===== src/rtl/noc_adapt_pkg.sv =====
package noc_adapt_pkg;
  localparam int FLIT_W  = 77;
  localparam int DATA_W  = 32;
  localparam int ADDR_W  = 31;
  localparam int COORD_W = 4;
  localparam int PID_W   = 2;

  localparam int DATA_LSB = 39;

  typedef logic [FLIT_W-1:0] flit_t;

  localparam logic [1:0] PKT_REQ = 2'b01;
  localparam logic [1:0] PKT_RSP = 2'b10;

  function automatic flit_t pack_request(
    input logic               svc,
    input logic [PID_W-1:0]   pid,
    input logic               is_wr,
    input logic [DATA_W-1:0]  data,
    input logic [ADDR_W-1:0]  addr,
    input logic [COORD_W-1:0] mx,
    input logic [COORD_W-1:0] my
  );
    return {svc, PKT_REQ, pid, is_wr, data, addr, mx, my};
  endfunction

  function automatic logic [DATA_W-1:0] payload_of(input flit_t f);
    return f[DATA_LSB +: DATA_W];
  endfunction
endpackage


===== src/rtl/noc_credit_ctr.sv =====
module noc_credit_ctr #(
  parameter int INIT = 8
) (
  input  logic clk,
  input  logic rst_n,
  input  logic take,
  input  logic give,
  output logic avail
);
  localparam int CW = $clog2(INIT + 1);
  localparam logic [CW-1:0] INIT_V = CW'(INIT);

  logic [CW-1:0] count_q;

  always_ff @(posedge clk or negedge rst_n) begin
    if (!rst_n) count_q <= INIT_V;
    else if (take && !give) count_q <= count_q - 1'b1;
    else if (give && !take) count_q <= count_q + 1'b1;
  end

  assign avail = (count_q != '0);

  // never exceed the router buffer depth
  a_r4_credit_bound: assert property (@(posedge clk) disable iff (!rst_n)
    count_q <= INIT_V);
  // no flit is launched on an empty credit pool
  a_r4_no_take_empty: assert property (@(posedge clk) disable iff (!rst_n)
    take |-> count_q != '0);
endmodule


===== src/rtl/noc_req_tx.sv =====
module noc_req_tx
  import noc_adapt_pkg::*;
#(
  parameter logic               SVC_LEVEL = 1'b0,
  parameter logic [PID_W-1:0]   PROC_ID   = '0,
  parameter logic [COORD_W-1:0] MEM_X     = '0,
  parameter logic [COORD_W-1:0] MEM_Y     = '0
) (
  input  logic              clk,
  input  logic              rst_n,
  input  logic              accept,
  input  logic              is_wr,
  input  logic [ADDR_W-1:0] addr,
  input  logic [DATA_W-1:0] wdata,
  output logic              tx_valid,
  output flit_t             tx_flit,
  output logic              wr_pending
);
  logic [DATA_W-1:0] data_field;
  assign data_field = is_wr ? wdata : '0;

  always_ff @(posedge clk or negedge rst_n) begin
    if (!rst_n) begin
      tx_valid   <= 1'b0;
      tx_flit    <= '0;
      wr_pending <= 1'b0;
    end else begin
      tx_valid   <= accept;
      wr_pending <= accept && is_wr;
      if (accept)
        tx_flit <= pack_request(SVC_LEVEL, PROC_ID, is_wr, data_field, addr, MEM_X, MEM_Y);
    end
  end

  // every launched flit carries the request type code
  a_r1_req_type: assert property (@(posedge clk) disable iff (!rst_n)
    tx_valid |-> tx_flit[75:74] == PKT_REQ);
  // a flit follows every acceptance
  a_r2_one_flit: assert property (@(posedge clk) disable iff (!rst_n)
    accept |=> tx_valid);
endmodule


===== src/rtl/noc_rsp_fifo.sv =====
module noc_rsp_fifo
  import noc_adapt_pkg::*;
#(
  parameter int DEPTH = 16
) (
  input  logic              clk,
  input  logic              rst_n,
  input  logic              push,
  input  logic [DATA_W-1:0] push_data,
  input  logic              pop,
  output logic              empty,
  output logic [DATA_W-1:0] head,
  output logic              overflow_err
);
  localparam int PW = (DEPTH > 1) ? $clog2(DEPTH) : 1;
  localparam int CW = $clog2(DEPTH + 1);
  localparam logic [CW-1:0] FULL_V = CW'(DEPTH);
  localparam logic [PW-1:0] LAST_P = PW'(DEPTH - 1);

  logic [DATA_W-1:0] mem [DEPTH];
  logic [PW-1:0] wr_p, rd_p;
  logic [CW-1:0] count_q;
  logic full, push_ok, pop_ok, drop_evt;

  function automatic logic [PW-1:0] bump(input logic [PW-1:0] p);
    return (p == LAST_P) ? '0 : p + 1'b1;
  endfunction

  assign full     = (count_q == FULL_V);
  assign empty    = (count_q == '0);
  assign push_ok  = push && !full;
  assign drop_evt = push && full;
  assign pop_ok   = pop && !empty;
  assign head     = mem[rd_p];

  always_ff @(posedge clk) begin
    if (push_ok) mem[wr_p] <= push_data;
  end

  always_ff @(posedge clk or negedge rst_n) begin
    if (!rst_n) begin
      wr_p         <= '0;
      rd_p         <= '0;
      count_q      <= '0;
      overflow_err <= 1'b0;
    end else begin
      if (push_ok) wr_p <= bump(wr_p);
      if (pop_ok)  rd_p <= bump(rd_p);
      count_q <= count_q + CW'(push_ok) - CW'(pop_ok);
      if (drop_evt) overflow_err <= 1'b1;
    end
  end

  // error flag is sticky
  a_r7_err_sticky: assert property (@(posedge clk) disable iff (!rst_n)
    overflow_err |=> overflow_err);
  // a dropped response raises the flag
  a_r7_drop_flags: assert property (@(posedge clk) disable iff (!rst_n)
    drop_evt |=> overflow_err);
  // occupancy never passes the depth
  a_r7_count_bound: assert property (@(posedge clk) disable iff (!rst_n)
    count_q <= FULL_V);
endmodule


===== src/rtl/noc_bus_adaptor.sv =====
module noc_bus_adaptor
  import noc_adapt_pkg::*;
#(
  parameter int                 CREDITS    = 8,
  parameter int                 MAX_OUT    = 16,
  parameter int                 FIFO_DEPTH = 16,
  parameter logic               SVC_LEVEL  = 1'b0,
  parameter logic [PID_W-1:0]   PROC_ID    = '0,
  parameter logic [COORD_W-1:0] MEM_X      = '0,
  parameter logic [COORD_W-1:0] MEM_Y      = '0
) (
  input  logic              clk,
  input  logic              rst_n,
  input  logic              bus_read,
  input  logic              bus_write,
  input  logic [ADDR_W-1:0] bus_addr,
  input  logic [DATA_W-1:0] bus_wdata,
  output logic              bus_waitreq,
  output logic              bus_readvalid,
  output logic [DATA_W-1:0] bus_readdata,
  output logic              tx_valid,
  output logic [FLIT_W-1:0] tx_flit,
  input  logic              credit_ret,
  input  logic              rx_valid,
  input  logic [FLIT_W-1:0] rx_flit,
  output logic              err_overflow
);
  localparam int OW = $clog2(MAX_OUT + 1);
  localparam logic [OW-1:0] OUT_CAP = OW'(MAX_OUT);

  logic cr_avail, wr_pending, accept, rd_accept, pop_evt, fifo_empty;
  logic [DATA_W-1:0] fifo_head;
  logic [OW-1:0] outstanding_q;
  logic at_cap;

  assign at_cap      = (outstanding_q == OUT_CAP);
  assign bus_waitreq = !cr_avail || at_cap || wr_pending;
  assign accept      = (bus_read || bus_write) && !bus_waitreq;
  assign rd_accept   = accept && !bus_write;
  assign pop_evt     = !fifo_empty;

  noc_credit_ctr #(.INIT(CREDITS)) u_credit (
    .clk(clk), .rst_n(rst_n), .take(accept), .give(credit_ret), .avail(cr_avail)
  );

  noc_req_tx #(
    .SVC_LEVEL(SVC_LEVEL), .PROC_ID(PROC_ID), .MEM_X(MEM_X), .MEM_Y(MEM_Y)
  ) u_tx (
    .clk(clk), .rst_n(rst_n), .accept(accept), .is_wr(bus_write),
    .addr(bus_addr), .wdata(bus_wdata), .tx_valid(tx_valid),
    .tx_flit(tx_flit), .wr_pending(wr_pending)
  );

  noc_rsp_fifo #(.DEPTH(FIFO_DEPTH)) u_fifo (
    .clk(clk), .rst_n(rst_n), .push(rx_valid), .push_data(payload_of(rx_flit)),
    .pop(pop_evt), .empty(fifo_empty), .head(fifo_head),
    .overflow_err(err_overflow)
  );

  always_ff @(posedge clk or negedge rst_n) begin
    if (!rst_n) begin
      outstanding_q <= '0;
      bus_readvalid <= 1'b0;
      bus_readdata  <= '0;
    end else begin
      outstanding_q <= outstanding_q + OW'(rd_accept) - OW'(pop_evt);
      bus_readvalid <= pop_evt;
      if (pop_evt) bus_readdata <= fifo_head;
    end
  end

  // a write blocks the next cycle
  a_r3_write_blocks: assert property (@(posedge clk) disable iff (!rst_n)
    (accept && bus_write) |=> bus_waitreq);
  // outstanding reads stay within the cap
  a_r5_out_cap: assert property (@(posedge clk) disable iff (!rst_n)
    outstanding_q <= OUT_CAP);
  // nothing accepted once the cap is reached
  a_r5_cap_stalls: assert property (@(posedge clk) disable iff (!rst_n)
    at_cap |-> !accept);
  // a return always answers an outstanding read
  a_r6_return_owed: assert property (@(posedge clk) disable iff (!rst_n)
    pop_evt |-> outstanding_q != '0);
  // returned data is the head seen one cycle earlier
  a_r6_data_path: assert property (@(posedge clk) disable iff (!rst_n)
    pop_evt |=> bus_readvalid && bus_readdata == $past(fifo_head));
endmodule


===== config.mk =====
export PLATFORM = sky130hd
export DESIGN_NAME = noc_bus_adaptor
export DESIGN_NICKNAME = d
export VERILOG_FILES = /design/src/rtl/noc_adapt_pkg.sv /design/src/rtl/noc_credit_ctr.sv /design/src/rtl/noc_req_tx.sv /design/src/rtl/noc_rsp_fifo.sv /design/src/rtl/noc_bus_adaptor.sv
export SDC_FILE = /design/constraint.sdc
export NUM_CORES = 1
export LEC_CHECK = 0
export ABC_CLOCK_PERIOD_IN_PS = 10800
export BUFFER_PORTS_ARGS = -buffer_cell sky130_fd_sc_hd__clkbuf_2
export CORE_MARGIN = 5
export CORE_UTILIZATION = 47
export CTS_CLUSTER_DIAMETER = 200
export DETAILED_ROUTE_END_ITERATION = 10
export GPL_TIMING_DRIVEN = 0
export HOLD_SLACK_MARGIN = 0.1
export PLACE_DENSITY = 0.67
export REMOVE_ABC_BUFFERS = 1
export SETUP_SLACK_MARGIN = 0.05
export SLEW_MARGIN = 20
export SYNTH_ARGS = -nofsm -noshare
export SYNTH_HDL_FRONTEND = slang
export SYNTH_HIERARCHICAL = 1
export SYNTH_SLANG_ARGS = --single-unit

===== constraint.sdc =====
create_clock -name clk -period 10.8 [get_ports clk]
set_clock_uncertainty 0.1 [all_clocks]
set_input_delay 2.16 -clock clk [delete_from_list [all_inputs] [get_ports clk]]
set_output_delay 2.16 -clock clk [all_outputs]
set_load 0.05 [all_outputs]

==> impl_results.md <==
* Status: finished clean
* Root buf cell: clkbuf_16
* Setup violators final at 0
* Critical Path Start: bus_write
* Placer Congestion at 0.750
* Unrepaired setup endpoints after global routing: false
* Post-synth ARST share at 0.194
* DP Wirelength at 32600 um
* CTS Buffer Depth at 3
* #FFs+latches synth at 635
* Clk pin slew, worst setup/hold paths at 0.06 ns
* Post-synthesis compound-gate area fraction at 0.0423
* P per Cell Area at 291 nW/um^2
* Pre-CTS setup slack at 5.66 ns
* Hold WC Path Type: flop to flop
* Chip Width at 243 um
* Clk Latency, worst-skew pair at 0.60 ns
* Simple logic cell fraction of the synthesized area at 0.0241
* Number of flops mapped to enable cells by yosys at 512
* Post-synthesis xor/xnor area fraction at 0.00515
* CTS hold repair buffers at 0
* Sequential fraction of the synthesis area at 0.723
* Drc violations at 0
* Number of core rows at 85
* WL per Instance at 23.8 um
* Synth top area cells: edfxtp_1 60%, dfrtp_1 12%, mux4_2 8.5%
* Number of gates resized after cts at 0
* Worst reg2reg endpoint: u_fifo/count_q[4]
* Synth cell types at 52
* Top cell type's share of synthesized area at 0.603
* Pleak at 10.9 nW
* I/O pin count at 259
* Share of layout cells above drive strength 1 at 0.375
* Vias at 12894
* Max Cap Viol at 0
* Layout area overhead at 16.6%
* Crit path DAT at 4.96 ns
* Slew HR at 0.334
* Initial DRC count at 800
* Final wirelength at 54800 um
* Core area at 53800 sq um
* Layout Nets at 1721
* Total die area at 59000 sq um
* Critical Path RT at 11.22 ns
* First-pass DRT Iterations at 5
* Final worst slack at 6.26 ns
* R2R Path Start: u_fifo/count_q[2]
* IO buf count at 201
* Largest family of logic cells by synthesized area: multiplexers
* First-pass GRT wire length at 83900 um
* Multi-input gate area at 6360 sq um
* Die height at 243 um
* Clock sinks at 635
* Kind of start point of the critical path: input port
* Crit-path max FO at 34
* Vias in the first global route at 13442
* Post-Place Cell Area at 27600 sq um
* Congestion Overflow GR at 0
* Largest net degree at the start of global routing at 70
* Synth warn at 6
* Post-CTS setup buffer count at 0
* Final hold violation count at 0
* Post-synthesis mux area share at 0.161
* Depth of the CTS H-tree at 3
* Fmax at 220 MHz
* Synth Area in Adders at 0.0114
* WS Path Type: input port to flop
* Synth Instances at 1303
* Vias per cell at 5.60
* Dominant cell type by area after synthesis: edfxtp_1
* R2R cell count at 14
* R2R Setup Slk at 7.16 ns
* Initial antenna violation count at 5
* Tcrit/Tclk final at 0.421
* Hold Startpoint: u_fifo/overflow_err
* Starting Density at 0.474
* Max Transition Viols Final at 0
* Max VDD drop at 0.163 mV
* Register Area at 18500 sq um
* Slew @ Worst Pin at 0.999 ns
* Critical Path Sink: u_credit/count_q[3]
* Main synth FF type: edfxtp_1
* Total Routing Usage GR at 0.185
* Syn_area_per_cell at 19.6 sq um
* Fin area at 29700 sq um
* Post-DRT Antenna Nets at 0
* Crit end category: flop
* Fillers at 4110
* CTS tree: done
* Min cycle time layout at 4.54 ns
* Mapped cell area at 25500 sq um
* Inserted Clock Buffers at 67
[cells by family after synthesis]
group / after synthesis
AO/OA/AOI/OAI: 148
adder cells (fa/ha/maj): 22
AND/OR/NAND/NOR: 83
XOR/XNOR: 15
buffers and inverters: 141
flip-flops: 635
other: 1
multiplexers: 258
[cell usage after synthesis (10+ instances only)]
library cell	instances
ha_1	20
and2_1	10
nand3_2	29
clkbuf_1	17
a32oi_1	32
a22oi_1	32
mux4_2	96
o21ai_1	32
mux2i_1	96
dfrtp_1	122
inv_1	55
buf_2	27
edfxtp_1	512
mux2_4	62
buf_6	12
buf_4	19
o21ai_2	29
nor2_1	11
[worst max-delay path, cell delays in order]
cell and delay (ns):
clkbuf_2 0.74, nor2_1 0.20, nor2_4 0.50, buf_16 0.22, ha_1 0.26, or4b_1 0.46
a31oi_1 0.22, xor2_1 0.17
[through the flow]
stage / hold slack [ns] / TNS (ns) / std cells / power, W / utilization
floorplan: 0.380 / 0 / 1229 / 0.00577 / -
global placement: 0.345 / -84.90 / 2126 / 0.00668 / 0.498
detailed placement: 0.355 / 0 / 2180 / 0.00655 / 0.513
CTS: 0.369 / 0 / 2301 / 0.00876 / 0.553
global route: 0.373 / 0 / 2303 / 0.00907 / 0.553
finish: 0.359 / 0 / 2304 / 0.00867 / 0.553
[how the worst min path moves through the flow]
stage	end	depth (start not counted)
finish	u_fifo/overflow_err	1
floorplan	u_credit/count_q[2]	1
global route	u_fifo/overflow_err	1
CTS	u_fifo/overflow_err	1
global placement	u_fifo/overflow_err	1
detailed placement	u_fifo/overflow_err	1
[where the power goes]
part | internal [W] | total (W) | leakage (nW) | switching [W]
clock | 0.00127 | 0.00219 | 1.03 | 0.000926
combinational | 0.00129 | 0.00315 | 3.81 | 0.00186
sequential | 0.00306 | 0.00333 | 6.10 | 0.000271
[placed cells by master, fill, tap and decap left out, drive strengths merged, types with 5 or more instances in the layout]
cell	instances
nand2	5
ha	20
mux2	66
a21oi	6
clkbuf	295
nand3	36
inv	61
xnor2	7
xor2	8
o21ai	68
edfxtp	512
conb	12
mux2i	96
a22oi	32
dfrtp	122
nor2	11
mux4	96
clkinv	19
a32oi	32
buf	54
and2	11
[layer usage]
layer	GRT usage	part of all wire	vias to the layer above
li1	-	-	5661
met1	0.251	0.43	6766
met2	0.309	0.50	381
met3	0.0426	0.053	80
met4	0.0434	0.018	6
met5	0	0.00086	-
[state kept, by name (all words and copies together), names as in the netlist, 4 cells and up]
name	count
u_fifo/mem	512
u_fifo/rd_p	4
bus_readdata	32
u_tx/tx_flit	65
u_fifo/wr_p	4
u_fifo/count_q	5
outstanding_q	5
u_credit/count_q	4
[cell type report]
class                      count  share of cell area
sequential                   635               0.621
multi-input combinational    538               0.214
clock buffer                  94              0.0642
timing repair buffer         255              0.0580
tap                          696              0.0293
inverter                      56             0.00715
clock inverter                27             0.00652
antenna                        3            0.000252
Power figures use the tool's default switching activity.
